### src/rtl/busy_adc_reader_pkg.sv
package busy_adc_reader_pkg;

    typedef enum logic [2:0] {
        ST_IDLE,
        ST_SELECT,
        ST_WAIT,
        ST_SHIFT,
        ST_TAIL
    } rd_state_e;

    function automatic int max3(input int a, input int b, input int c);
        int m;
        m = (a > b) ? a : b;
        return (m > c) ? m : c;
    endfunction

endpackage

### src/rtl/busy_adc_sync.sv
module busy_adc_sync #(
    parameter int STAGES = 2
) (
    input  logic clk,
    input  logic rst_n,
    input  logic d_i,
    output logic q_o,
    output logic fell_o
);

    typedef struct packed {
        logic [STAGES-1:0] sh;
        logic              prev;
    } sync_t;

    sync_t q, d;

    always_comb begin
        d = q;
        d.sh = {q.sh[STAGES-2:0], d_i};
        d.prev = q.sh[STAGES-1];
    end

    always_ff @(posedge clk) begin
        if (!rst_n) q <= '1;
        else        q <= d;
    end

    assign q_o    = q.sh[STAGES-1];
    assign fell_o = q.prev & ~q.sh[STAGES-1];

endmodule

### src/rtl/busy_adc_sckgen.sv
module busy_adc_sckgen #(
    parameter int HALF_CLKS = 4,
    parameter int PULSES    = 19
) (
    input  logic                         clk,
    input  logic                         rst_n,
    input  logic                         run_i,
    output logic                         sck_o,
    output logic                         rise_o,
    output logic                         fall_o,
    output logic [$clog2(PULSES+1)-1:0]  count_o
);

    localparam int HW = $clog2(HALF_CLKS + 1);
    localparam int PW = $clog2(PULSES + 1);

    typedef struct packed {
        logic          sck;
        logic [HW-1:0] hc;
        logic [PW-1:0] np;
    } gen_t;

    gen_t q, d;
    logic tick;

    always_comb begin
        d    = q;
        tick = run_i && (q.hc == HW'(HALF_CLKS - 1));
        if (!run_i) begin
            d = '0;
        end else if (tick) begin
            d.hc  = '0;
            d.sck = ~q.sck;
            if (!q.sck) d.np = q.np + 1'b1;
        end else begin
            d.hc = q.hc + 1'b1;
        end
    end

    always_ff @(posedge clk) begin
        if (!rst_n) q <= '0;
        else        q <= d;
    end

    assign sck_o   = q.sck;
    assign rise_o  = tick & ~q.sck;
    assign fall_o  = tick & q.sck;
    assign count_o = q.np;

    a_r5_sck_low_when_stopped: assert property (@(posedge clk) disable iff (!rst_n)
        !run_i |=> !sck_o);
    a_r5_fall_after_rise: assert property (@(posedge clk) disable iff (!rst_n)
        fall_o |-> (count_o != '0));
    a_r5_pulse_bound: assert property (@(posedge clk) disable iff (!rst_n)
        rise_o |-> (count_o < PW'(PULSES)));

endmodule

### src/rtl/busy_adc_reader.sv
module busy_adc_reader
    import busy_adc_reader_pkg::*;
#(
    parameter int DATA_BITS     = 18,
    parameter int SCK_HALF_CLKS = 4,
    parameter int SEL_CLKS      = 3,
    parameter int TIMEOUT_CLKS  = 4096,
    parameter int SYNC_STAGES   = 2,
    parameter bit CAPTURE_RISE  = 1'b0
) (
    input  logic                 clk,
    input  logic                 rst_n,
    input  logic                 start_i,
    output logic                 busy_o,
    output logic                 cnv_o,
    output logic                 sdi_o,
    output logic                 sck_o,
    input  logic                 sdo_i,
    output logic [DATA_BITS-1:0] data_o,
    output logic                 valid_o,
    output logic                 timeout_o
);

    localparam int PULSES    = DATA_BITS + 1;
    localparam int PW        = $clog2(PULSES + 1);
    localparam int TAIL_CLKS = 2 * SCK_HALF_CLKS;
    localparam int CMAX      = max3(SEL_CLKS, TIMEOUT_CLKS, TAIL_CLKS);
    localparam int CW        = $clog2(CMAX + 1);

    typedef struct packed {
        rd_state_e            st;
        logic                 cnv;
        logic                 sdi;
        logic                 valid;
        logic                 err;
        logic [CW-1:0]        cnt;
        logic [DATA_BITS-1:0] shreg;
        logic [DATA_BITS-1:0] data;
    } ctl_t;

    ctl_t q, d;

    logic          sdo_s, sdo_fell;
    logic          run, sck_rise, sck_fall, cap_evt;
    logic [PW-1:0] sck_cnt;

    busy_adc_sync #(.STAGES(SYNC_STAGES)) u_sync (
        .clk    (clk),
        .rst_n  (rst_n),
        .d_i    (sdo_i),
        .q_o    (sdo_s),
        .fell_o (sdo_fell)
    );

    busy_adc_sckgen #(.HALF_CLKS(SCK_HALF_CLKS), .PULSES(PULSES)) u_sck (
        .clk     (clk),
        .rst_n   (rst_n),
        .run_i   (run),
        .sck_o   (sck_o),
        .rise_o  (sck_rise),
        .fall_o  (sck_fall),
        .count_o (sck_cnt)
    );

    // sampling edge variant: index 1 edges carry no data
    generate
        if (CAPTURE_RISE) begin : g_cap_rise
            assign cap_evt = sck_rise && (sck_cnt >= PW'(1));
        end else begin : g_cap_fall
            assign cap_evt = sck_fall && (sck_cnt >= PW'(2));
        end
    endgenerate

    assign run = (q.st == ST_SHIFT);

    always_comb begin
        d       = q;
        d.valid = 1'b0;
        d.err   = 1'b0;
        unique case (q.st)
            ST_IDLE: begin
                d.cnt = '0;
                if (start_i) begin
                    d.st  = ST_SELECT;
                    d.cnv = 1'b1;
                    d.sdi = 1'b1;
                end
            end
            ST_SELECT: begin
                d.cnt = q.cnt + 1'b1;
                if (q.cnt == CW'(SEL_CLKS - 1)) begin
                    d.sdi = 1'b0;
                    d.cnt = '0;
                    d.st  = ST_WAIT;
                end
            end
            ST_WAIT: begin
                d.cnt = q.cnt + 1'b1;
                if (sdo_fell) begin
                    d.cnt = '0;
                    d.st  = ST_SHIFT;
                end else if (q.cnt == CW'(TIMEOUT_CLKS - 1)) begin
                    d.err = 1'b1;
                    d.cnv = 1'b0;
                    d.sdi = 1'b1;
                    d.st  = ST_IDLE;
                end
            end
            ST_SHIFT: begin
                if (cap_evt) d.shreg = {q.shreg[DATA_BITS-2:0], sdo_s};
                if (sck_fall && (sck_cnt == PW'(PULSES))) begin
                    d.cnt = '0;
                    d.st  = ST_TAIL;
                end
            end
            ST_TAIL: begin
                d.cnt = q.cnt + 1'b1;
                if (q.cnt == CW'(TAIL_CLKS - 1)) begin
                    d.cnv   = 1'b0;
                    d.sdi   = 1'b1;
                    d.valid = 1'b1;
                    d.data  = q.shreg;
                    d.st    = ST_IDLE;
                end
            end
            default: d.st = ST_IDLE;
        endcase
    end

    always_ff @(posedge clk) begin
        if (!rst_n) begin
            q     <= '0;
            q.st  <= ST_IDLE;
            q.sdi <= 1'b1;
        end else begin
            q <= d;
        end
    end

    assign busy_o    = (q.st != ST_IDLE);
    assign cnv_o     = q.cnv;
    assign sdi_o     = q.sdi;
    assign data_o    = q.data;
    assign valid_o   = q.valid;
    assign timeout_o = q.err;

    a_r1_idle_lines: assert property (@(posedge clk) disable iff (!rst_n)
        !busy_o |-> (!cnv_o && sdi_o && !sck_o));
    a_r2_sdi_high_at_cnv_rise: assert property (@(posedge clk) disable iff (!rst_n)
        $rose(cnv_o) |-> sdi_o);
    a_r3_cnv_high_during_sck: assert property (@(posedge clk) disable iff (!rst_n)
        sck_o |-> (cnv_o && !sdi_o));
    a_r4_no_sck_before_ready: assert property (@(posedge clk) disable iff (!rst_n)
        $rose(sck_o) |-> busy_o);
    a_r7_valid_single: assert property (@(posedge clk) disable iff (!rst_n)
        valid_o |=> !valid_o);
    a_r7_valid_ends_cnv: assert property (@(posedge clk) disable iff (!rst_n)
        valid_o |-> (!cnv_o && sdi_o && $past(cnv_o)));
    a_r8_timeout_no_valid: assert property (@(posedge clk) disable iff (!rst_n)
        timeout_o |-> (!valid_o && !cnv_o && sdi_o));
    a_r9_busy_holds_on_start: assert property (@(posedge clk) disable iff (!rst_n)
        (busy_o && start_i && cnv_o && !sck_o && !valid_o) |=> (busy_o || valid_o || timeout_o));

endmodule

### config.mk
export PLATFORM = sky130hd
export DESIGN_NAME = busy_adc_reader
export DESIGN_NICKNAME = d
export VERILOG_FILES = /design/src/rtl/busy_adc_reader_pkg.sv /design/src/rtl/busy_adc_sync.sv /design/src/rtl/busy_adc_sckgen.sv /design/src/rtl/busy_adc_reader.sv
export SDC_FILE = /design/constraint.sdc
export NUM_CORES = 1
export LEC_CHECK = 0
export ABC_AREA = 1
export CAP_MARGIN = 30
export CELL_PAD_IN_SITES_DETAIL_PLACEMENT = 1
export CELL_PAD_IN_SITES_GLOBAL_PLACEMENT = 1
export CORE_MARGIN = 4
export CORE_UTILIZATION = 37
export DETAILED_ROUTE_END_ITERATION = 10
export HOLD_SLACK_MARGIN = 0.02
export PLACE_DENSITY = 0.75
export SLEW_MARGIN = 20
export SYNTH_ARGS = -nofsm -noshare
export SYNTH_HDL_FRONTEND = slang
export SYNTH_SLANG_ARGS = --single-unit
### constraint.sdc
create_clock -name clk -period 1.65 [get_ports clk]
set_clock_uncertainty 0.15 [all_clocks]
set_input_delay 0.4125 -clock clk [delete_from_list [all_inputs] [get_ports clk]]
set_output_delay 0.4125 -clock clk [all_outputs]
set_load 0.05 [all_outputs]
==> metrics.cfg, run 1 <==
[synth]
yosysSeqAreaShare_pct=42.8
synth.most_common_cell=nand2_1
synthCells=444
ys_warn_count=0
synth_edf_count=0
synth_fp_nets=454
yosys.area.top_type=dfxtp_1
yosys-top-cells-area=dfxtp_1 43%, nand2_1 9.9%, nor2_1 9.2%
yosys_register_bits=68
avgSynthCellArea_um2=7.16
synth_cell_type_count=31
ys_async_sr_fraction_pct=0
yosys-top-cells-count=84 x nand2_1, 78 x nor2_1, 68 x dfxtp_1, 42 x inv_1, 40 x nand3_1
synth_top_flop_cell=dfxtp_1
yosysTopAreaCellShare_pct=42.8
syn-cell-area_um2=3180

[worst_setup_path]
cp_max_fo=7
timing.rr.end=q[40]
required_ns=1.76
end_kind=flip-flop
start_kind=flip-flop
rr_worst_depth=10
r2r_slack_ns=-0.20
r2r_start=u_sck.q[6]
path_class=flip-flop to flip-flop
worstPathArrival_ns=1.96

[min_path]
hold_path_depth=1
min_to=u_sck.q[5]
hp-start=u_sck.q[5]
hold_class=flip-flop to flip-flop

[timing]
final-hold-violation-count=0
slew_headroom_pct=77.6
setup_ws_ns=-0.195
tightest_slew_ns=0.334
setup_viol=37
max_freq_mhz=542
rsz0062_at_grt=true
finalCritPeriodShare_pct=112
slew_violations=0
hold_ws_ns=0.284
post-route-min-period_ns=1.85

[placement]
dp_slack_ns=-0.307
dpl.cell_count=588
port_buffers=27
gp_congestion=0.813
hpwl_um=6050
placed_cell_area_um2=3980

[routing]
vias=3148
drc_errors=0
wl_per_cell_um=16.4
viasPerCell=5.09
initialDrtViolationCount=80
dr.pass1.iters=4
routed_wl_um=10100
ant_nets=0

[cells_and_area]
post-route-util_pct=58.0
final_cell_area_um2=4810
n_antenna_cell=0
final_layout_size_suffix_gt1_share_pct=39.3
synthToLayoutAreaGrowth_pct=51.3
finalNetCount=519
final_cells=619

[global_route]
grt_pass1_wl_um=15600
antenna_found_initial=0
grt_pass1_vias=3284
grt_max_degree=20
overflow=0
grt.total_usage_pct=19.4

[clocking]
root_buffer=clkbuf_8
clk_pin_slew_ns=0.08
cts_tree=yes
ctsHoldBuffers=0
ctsHtreeMaxLevel=3
clkLatencyLatePin_ns=0.34
numClockSinks=68
clockBufferDepth=2
cts_buffers=9

[die]
initial_core_util_pct=38.3
num_rows=33
dieWidth_um=101
core_region_area_um2=8300
die_area_um2=10100
dieHeight_um=101
io-pin-count=28

[power]
power_density_nw_per_um2=1010
peakVddDrop_mv=0.902
total_leakage_power_uw=0.00194

[outcome]
violations=negative setup slack
status=finished, violations left

[flow_run]
drv_cap=0

[power by group]
part / leakage, µW / internal, µW / switching (µW)
clock: 0.000120 / 1010 / 680
combinational: 0.00126 / 607 / 748
sequential: 0.000556 / 1720 / 88.8
[critical path, stage by stage, from the launching register on]
cell and delay (ns):
dfxtp_2 0.35, ha_4 0.14, ha_4 0.13, inv_4 0.04
nor2_4 0.12, nand3_4 0.11, a21oi_4 0.18, buf_6 0.13
buf_12 0.11, nand3b_1 0.09, a21oi_1 0.19
[state kept, by name, summed over array words and instances, names as in the netlist]
| name | cells |
|---|---|
| q | 34 |
| data_o | 18 |
| u_sck.count_o | 5 |
| u_sck.q | 3 |
| cnv_o | 1 |
| sdi_o | 1 |
| timeout_o | 1 |
| u_sck.sck_o | 1 |
| u_sync.d | 1 |
| u_sync.q | 1 |
| u_sync.q_o | 1 |
| valid_o | 1 |
[per-layer routing]
metal	vias to the layer above	routed length (µm)	GRT usage (%)
met2	45	5410	34.7
li1	1543	-	-
met3	14	258	4.29
met5	-	0	0
met4	0	138	7.05
met1	1546	4330	22.6
[logic make-up after synthesis]
family                     count (synthesis)  synth area share (%)
and+or+nand+nor                          228                  31.7
buffers and inverters                     77                  12.3
DFF                                       68                  42.8
AOI/OAI and AO/OA                         65                  10.9
adders and majority gates                  6                  2.36
[what timing repair did]
item	CTS	global route
hold endpoints to repair	0	0
gates cloned	1	2
pin swaps	18	31
resized for setup	87	67
setup endpoints to repair	58	58
setup buffers	9	4
[final cells by class]
cell class / instances / area, µm²
Clock inverter: 6 / 113
Fill cell: 968 / 3490
Tap cell: 105 / 131
Multi-Input combinational cell: 299 / 1760
Sequential cell: 68 / 1390
Clock buffer: 10 / 128
Timing Repair Buffer: 85 / 1090
Inverter: 46 / 200
[worst max path at each step]
stage | startpoint | endpoint | slack, ns | depth (start not counted)
final | u_sck.q[6] | q[40] | -0.20 | 10
after global routing | u_sck.q[5] | q[47] | -0.28 | 12
after CTS | u_sck.q[5] | q[47] | -0.12 | 12
after detailed placement | rst_n | u_sck.count_o[4] | -0.31 | 5
after global placement | rst_n | u_sck.count_o[2] | -0.24 | 5
after floorplan | u_sck.q[5] | q[44] | 0.01 | 10
[through the flow]
step / TNS, ns / total power (µW)
CTS: -2.79 / 4750
floorplan: 0 / 2390
global route: -6.99 / 5090
finish: -3.55 / 4850
detailed placement: -8.84 / 2860
global placement: -4.94 / 2830
[cell usage in the layout, fill, tap and decap left out, types with 2 or more instances in the layout]
master / instances
nor3_4: 3
ha_4: 4
clkbuf_16: 2
nand2_1: 73
clkdlybuf4s50_1: 3
nand3_2: 7
clkbuf_8: 9
buf_12: 28
o21ai_2: 16
a21oi_4: 3
dfxtp_1: 56
a21oi_2: 6
nor2_4: 5
or2_2: 2
clkinv_4: 3
nand2_2: 11
bufinv_16: 3
nand4_1: 5
nor2_1: 60
dfxtp_2: 7
a21oi_1: 27
nand3_4: 2
inv_2: 5
o21bai_1: 2
o21ai_0: 6
dfxtp_4: 5
buf_4: 36
nand3_1: 33
inv_1: 33
nor3_1: 5
nand2_4: 3
nor2_2: 16
inv_4: 6
o21ai_1: 4
buf_6: 15
(Power assumes the default switching activity.)
==> inputs of run 2 (changes only) <==
--- a/config.mk
+++ b/config.mk
@@ -11,6 +11,7 @@
 export CELL_PAD_IN_SITES_GLOBAL_PLACEMENT = 1
 export CORE_MARGIN = 4
 export CORE_UTILIZATION = 37
+export CTS_CLUSTER_SIZE = 12
 export DETAILED_ROUTE_END_ITERATION = 10
 export HOLD_SLACK_MARGIN = 0.02
 export PLACE_DENSITY = 0.75
==> results of run 2 <==
No change in the layout: final DEF, timing and power equal those of run 1.
